File: config.mk
export PLATFORM = sky130hd
export DESIGN_NAME = lamp_panel_slave
export DESIGN_NICKNAME = d
export VERILOG_FILES = /design/src/rtl/lamp_panel_pkg.sv /design/src/rtl/lamp_addr_decode.sv /design/src/rtl/lamp_ctrl_regs.sv /design/src/rtl/lamp_read_mux.sv /design/src/rtl/lamp_panel_slave.sv
export SDC_FILE = /design/constraint.sdc
export NUM_CORES = 1
export LEC_CHECK = 0
export BUFFER_PORTS_ARGS = -buffer_cell sky130_fd_sc_hd__buf_2
export CAP_MARGIN = 25
export CORE_MARGIN = 2
export CORE_UTILIZATION = 35
export DETAILED_ROUTE_END_ITERATION = 7
export PLACE_DENSITY = 0.68
export SLEW_MARGIN = 40
export SYNTH_ARGS = -nofsm -noshare
export SYNTH_HDL_FRONTEND = slang
export SYNTH_SLANG_ARGS = --single-unit
File: constraint.sdc
create_clock -name clk -period 1.9 [get_ports clk]
set_input_delay 0.095 -clock clk [delete_from_list [all_inputs] [get_ports clk]]
set_output_delay 0.095 -clock clk [all_outputs]
set_load 0.01 [all_outputs]
File: src/rtl/lamp_panel_pkg.sv
package lamp_panel_pkg;
   typedef enum logic [1:0] {
      SEL_DISP  = 2'd0,
      SEL_LEVEL = 2'd1,
      SEL_LAMPS = 2'd2,
      SEL_NONE  = 2'd3
   } lp_sel_e;

   localparam int LP_WORDS      = 3;
   localparam int LP_WORD_BYTES = 4;
endpackage

File: src/rtl/lamp_addr_decode.sv
module lamp_addr_decode
   import lamp_panel_pkg::*;
#(
   parameter int ADDR_W    = 16,
   parameter int BASE_ADDR = 100
) (
   input  logic [ADDR_W-1:0] addr,
   output logic              hit,
   output lp_sel_e           sel
);
   localparam int               SPAN   = LP_WORDS * LP_WORD_BYTES;
   localparam logic [ADDR_W-1:0] BASE_V = ADDR_W'(BASE_ADDR);
   localparam logic [ADDR_W-1:0] SPAN_V = ADDR_W'(SPAN);

   initial begin
      assert (BASE_ADDR % LP_WORD_BYTES == 0)
         else $error("window base must be word aligned");
      assert (BASE_ADDR + SPAN <= (1 << ADDR_W))
         else $error("window does not fit in the address space");
   end

   logic [ADDR_W-1:0] offs;

   always_comb begin
      offs = addr - BASE_V;
      hit  = (offs < SPAN_V);
      sel  = SEL_NONE;
      if (hit) begin
         unique case (offs[3:2])
            2'd0:    sel = SEL_DISP;
            2'd1:    sel = SEL_LEVEL;
            2'd2:    sel = SEL_LAMPS;
            default: sel = SEL_NONE;
         endcase
      end
   end
endmodule

File: src/rtl/lamp_ctrl_regs.sv
module lamp_ctrl_regs
   import lamp_panel_pkg::*;
#(
   parameter int DATA_W   = 32,
   parameter int LEVEL_W  = 4,
   parameter int LAMP_CNT = 16
) (
   input  logic                clk,
   input  logic                rst,
   input  logic                wr_en,
   input  lp_sel_e             sel,
   input  logic [DATA_W-1:0]   wdata,
   output logic                disp_on,
   output logic [LEVEL_W-1:0]  level,
   output logic [LAMP_CNT-1:0] lamps
);
   initial begin
      assert (LAMP_CNT >= 1 && LAMP_CNT <= DATA_W) else $error("bad LAMP_CNT");
      assert (LEVEL_W >= 1 && LEVEL_W <= DATA_W)   else $error("bad LEVEL_W");
   end

   logic wr_disp, wr_level, wr_lamps;
   assign wr_disp  = wr_en && (sel == SEL_DISP);
   assign wr_level = wr_en && (sel == SEL_LEVEL);
   assign wr_lamps = wr_en && (sel == SEL_LAMPS);

   always_ff @(posedge clk) begin
      if (rst)          disp_on <= 1'b0;
      else if (wr_disp) disp_on <= |wdata;
   end

   always_ff @(posedge clk) begin
      if (rst)           level <= '0;
      else if (wr_level) level <= wdata[LEVEL_W-1:0];
   end

   for (genvar gi = 0; gi < LAMP_CNT; gi++) begin : g_lamp
      logic lamp_q;
      always_ff @(posedge clk) begin
         if (rst)           lamp_q <= 1'b0;
         else if (wr_lamps) lamp_q <= wdata[gi];
      end
      assign lamps[gi] = lamp_q;
   end

   a_r3_nonzero_on: assert property (@(posedge clk) disable iff (rst)
      (wr_disp && (wdata != '0)) |=> disp_on);
   a_r3_zero_off: assert property (@(posedge clk) disable iff (rst)
      (wr_disp && (wdata == '0)) |=> !disp_on);
   a_r5_low_nibble: assert property (@(posedge clk) disable iff (rst)
      wr_level |=> (level == $past(wdata[LEVEL_W-1:0])));
   a_r6_lamp_bits: assert property (@(posedge clk) disable iff (rst)
      wr_lamps |=> (lamps == $past(wdata[LAMP_CNT-1:0])));
   a_r2_hold_state: assert property (@(posedge clk) disable iff (rst)
      !wr_en |=> ($stable(disp_on) && $stable(level) && $stable(lamps)));
endmodule

File: src/rtl/lamp_read_mux.sv
module lamp_read_mux
   import lamp_panel_pkg::*;
#(
   parameter int DATA_W   = 32,
   parameter int LEVEL_W  = 4,
   parameter int LAMP_CNT = 16
) (
   input  lp_sel_e             sel,
   input  logic                disp_on,
   input  logic [LEVEL_W-1:0]  level,
   input  logic [LAMP_CNT-1:0] lamps,
   output logic [DATA_W-1:0]   rdata
);
   always_comb begin
      unique case (sel)
         SEL_DISP:  rdata = DATA_W'(disp_on);
         SEL_LEVEL: rdata = DATA_W'(level);
         SEL_LAMPS: rdata = DATA_W'(lamps);
         default:   rdata = '0;
      endcase
   end
endmodule

File: src/rtl/lamp_panel_slave.sv
module lamp_panel_slave
   import lamp_panel_pkg::*;
#(
   parameter int ADDR_W    = 16,
   parameter int DATA_W    = 32,
   parameter int BASE_ADDR = 100,
   parameter int LEVEL_W   = 4,
   parameter int LAMP_CNT  = 16
) (
   input  logic                clk,
   input  logic                rst,
   input  logic                req_valid,
   input  logic                req_store,
   input  logic [ADDR_W-1:0]   req_addr,
   input  logic [DATA_W-1:0]   req_wdata,
   output logic                done,
   output logic [DATA_W-1:0]   rd_data,
   output logic                disp_on,
   output logic [LEVEL_W-1:0]  level,
   output logic [LAMP_CNT-1:0] lamps
);
   logic              hit;
   lp_sel_e           sel;
   logic              accept;
   logic [DATA_W-1:0] mux_data;

   lamp_addr_decode #(.ADDR_W(ADDR_W), .BASE_ADDR(BASE_ADDR)) u_dec (
      .addr (req_addr),
      .hit  (hit),
      .sel  (sel)
   );

   assign accept = req_valid && hit;

   lamp_ctrl_regs #(.DATA_W(DATA_W), .LEVEL_W(LEVEL_W), .LAMP_CNT(LAMP_CNT)) u_regs (
      .clk     (clk),
      .rst     (rst),
      .wr_en   (accept && req_store),
      .sel     (sel),
      .wdata   (req_wdata),
      .disp_on (disp_on),
      .level   (level),
      .lamps   (lamps)
   );

   lamp_read_mux #(.DATA_W(DATA_W), .LEVEL_W(LEVEL_W), .LAMP_CNT(LAMP_CNT)) u_mux (
      .sel     (sel),
      .disp_on (disp_on),
      .level   (level),
      .lamps   (lamps),
      .rdata   (mux_data)
   );

   always_ff @(posedge clk) begin
      if (rst) begin
         done    <= 1'b0;
         rd_data <= '0;
      end else begin
         done    <= accept;
         rd_data <= (accept && !req_store) ? mux_data : '0;
      end
   end

   a_r8_done_needs_request: assert property (@(posedge clk) disable iff (rst)
      done |-> $past(req_valid));
   a_r2_no_done_outside: assert property (@(posedge clk) disable iff (rst)
      (req_valid && !hit) |=> !done);
   a_r8_done_after_accept: assert property (@(posedge clk) disable iff (rst)
      (req_valid && hit) |=> done);
   a_r4_disp_fetch: assert property (@(posedge clk) disable iff (rst)
      (req_valid && hit && !req_store && sel == SEL_DISP)
         |=> (rd_data == DATA_W'($past(disp_on))));
   a_r8_store_rdata_zero: assert property (@(posedge clk) disable iff (rst)
      (req_valid && req_store) |=> (rd_data == '0));
endmodule

==> results.ini <==
[global_routing]
track_usage = 0.181
grt_pass1_wl_um = 8820
overflow = 0
grt_pass1_vias = 1874
antenna_found_initial = 0
grt_max_degree = 22

[critical_path]
cpMostUsedCell = buf_4
startpoint_type = primary input
reg2reg_slack_ps = 1110
r2r_start = u_regs.level[0]
reg2regPathDepth = 4
crit_type = in -> reg
cpMaxStageDelayCell = a211o_1
worstPathArrival_ps = 1900
critPathCaptureType = flop
cp_data_required_time_ps = 2130
cp_slowest_stage_delay_ps = 360
crit_fanout = 12
r2r-end = rd_data[0]
cp_cell_sequence = buf_2 > inv_1 > ha_1 > nand2b_1 > a311o_1 > a211o_1 > buf_4 > nor4_2 > buf_4 > and3_1

[clock_network]
clock-root-buffer = clkbuf_8
cts.repair.resized = 0
insertion_delay_ps = 290
ctsHtreeMaxLevel = 2
cts_buffer_depth = 2
post_cts_buffers = 0
clk_pin_slew_ps = 70
holdBufCountCts = 0
cts_made_buffers = 5
cts_tree = built
cts_sinks = 38

[hold_path]
worstHoldStart = req_wdata[5]
holdPathEnd = u_regs.g_lamp[5].lamp_q
min_path_cells = 3
hp-class = in -> reg

[power]
power_density_nw_per_um2 = 611
vdd_drop_max_v = 0.000292
p_leak_nw = 1.16

[layout]
final_net_count = 366
antenna_cells = 0
fin_area_sq_um = 2540
fin_cells = 383
syn2layout_area_growth_pct = 29.9
drive_above_1_share = 0.421

[status]
status = finished clean

[sta]
rsz0062_at_grt = false
maxSlewViolCount = 0
clock_skew_ps = 4.91
max_clock_freq_mhz = 602
setup_tns_ps = 0
fin_ws_ps = 239
finalHoldViolations = 0
fin_crit_sh = 0.874
period_needed_ps = 1660
setup_viol = 0

[drt]
vias_per_cell = 5.13
drc = 0
ant_nets = 0
wl_um = 5400
wire_per_inst_um = 14.1
dr_total_vias = 1965
drt_pre_antenna_iters = 6
first_iter_violations = 104

[synthesis]
synthTopCellsByArea = dfxtp_1 39%, buf_4 12%, o31ai_1 6.1%
synth_area_sq_um = 1950
yosysTopAreaCell = dfxtp_1
yosysUniqueCellTypes = 41
synthMuxAreaShare = 0.00512
synthAdderAreaFrac = 0.0192
synth-edff-count = 0
synth_compound_area_frac = 0.203
netlist_instances = 223
synth.most_common_cell = dfxtp_1
yosys.area_share.simple = 0.218
synth_seq_cells = 38
synth_warnings = 0
avgSynthCellArea_sq_um = 8.76
synth-main-ff-cell = dfxtp_1
synthArstFlopShare = 0
synth_top_family_by_area = simple AND/OR/NAND/NOR gates
seq_area_frac_synth = 0.389
synth_top_area_frac = 0.389
synth_xor_area_frac = 0
synthTopCellsByCount = 38 x dfxtp_1, 32 x buf_4, 22 x a21oi_1

[place]
dp_cells = 376
place.port_buffers = 87
place_ws_ps = -76.0
placed_area_sq_um = 2460
gp_congestion = 0.805
dp_hpwl_um = 4100

[floorplan]
die_h_um = 78.7
io_pins = 106
coreArea_sq_um = 5440
start_util = 0.359
die_w_um = 78.7
dieArea_sq_um = 6190
rows = 27

[flow_run]
maxCapViolations = 0

==> metal layers <==
metal,part of all wire,GRT usage,up-vias
met2,0.48,0.306,81
li1,-,-,963
met1,0.43,0.222,908
met3,0.068,0.0523,13
met5,0,0,-
met4,0.019,0.0561,0
==> logic make-up after synthesis <==
logic type | Yosys count
buffers and inverters | 50
multiplexers | 1
AO/OA/AOI/OAI | 58
flip-flops | 38
other | 1
AND/OR/NAND/NOR | 72
adder cells (fa/ha/maj) | 3
==> worst max path at each step <==
stage / start / endpoint / slack [ps] / cells past startpoint
after global routing: req_addr[2] / rd_data[7] / 120 / 10
final: req_addr[3] / rd_data[15] / 240 / 10
after global placement: req_addr[3] / rd_data[0] / -60 / 7
after detailed placement: req_addr[3] / u_regs.disp_on / -80 / 7
after floorplan: req_addr[2] / u_regs.g_lamp[3].lamp_q / 50 / 10
after CTS: req_addr[3] / rd_data[0] / 230 / 7
==> power by group <==
group	switching [mW]	internal, mW	total, mW	leakage, nW
registers	0.00000669	0.796	0.796	0.306
logic	0.127	0.0903	0.217	0.812
clock network	0.285	0.252	0.537	0.0373
total	0.412	1.14	1.55	1.16
==> through the flow <==
step           hold slack (ps)  power, mW   util
3_5_place_dp               374       1.03  0.452
5_1_grt                   67.3       1.63  0.467
3_3_place_gp               372       1.03  0.452
2_1_floorplan              247      0.929      -
4_1_cts                   62.2       1.56  0.467
6_report                  68.4       1.55  0.467
==> sequential cells by signal (all words and copies together) (netlist names) <==
name,flops
rd_data,16
u_regs.disp_on,1
done,1
u_regs.g_lamp.lamp_q,16
u_regs.level,4
==> worst max-delay path: cells and delay by family <==
family / cells / cell delay (ps)
fa+ha+maj: 1 / 180
buf+inv: 4 / 560
compound gates: 2 / 650
simple gates: 3 / 420
==> layout by cell type, fill, tap and decap left out, drive strengths merged <==
cell type,instances
or3,1
or2,3
nor2,5
nor3,3
or4,1
mux2i,1
nor3b,1
clkbuf,6
inv,3
a31o,1
nand2b,2
o311a,1
a311o,1
a41o,1
nand4,18
nand2,5
nor4,10
o31ai,16
o211ai,1
a211o,1
buf,113
nand3,9
a211oi,1
dfxtp,38
and3,13
o21ai,5
o311ai,1
a41oi,1
nor2b,1
a21oi,25
a2111oi,1
ha,3
clkinvlp,1
conb,16
a2bb2oi,1
a2111o,1
==> area by class of cell <==
| type | count | area, sq um |
|---|---|---|
| timing repair buffer | 113 | 656 |
| fill | 551 | 2900 |
| sequential | 38 | 761 |
| multi-input combinational | 150 | 940 |
| inverter | 3 | 11.3 |
| tap | 72 | 90.1 |
| clock inverter | 1 | 7.51 |
| clock buffer | 6 | 72.6 |
Power figures use the tool's default switching activity.
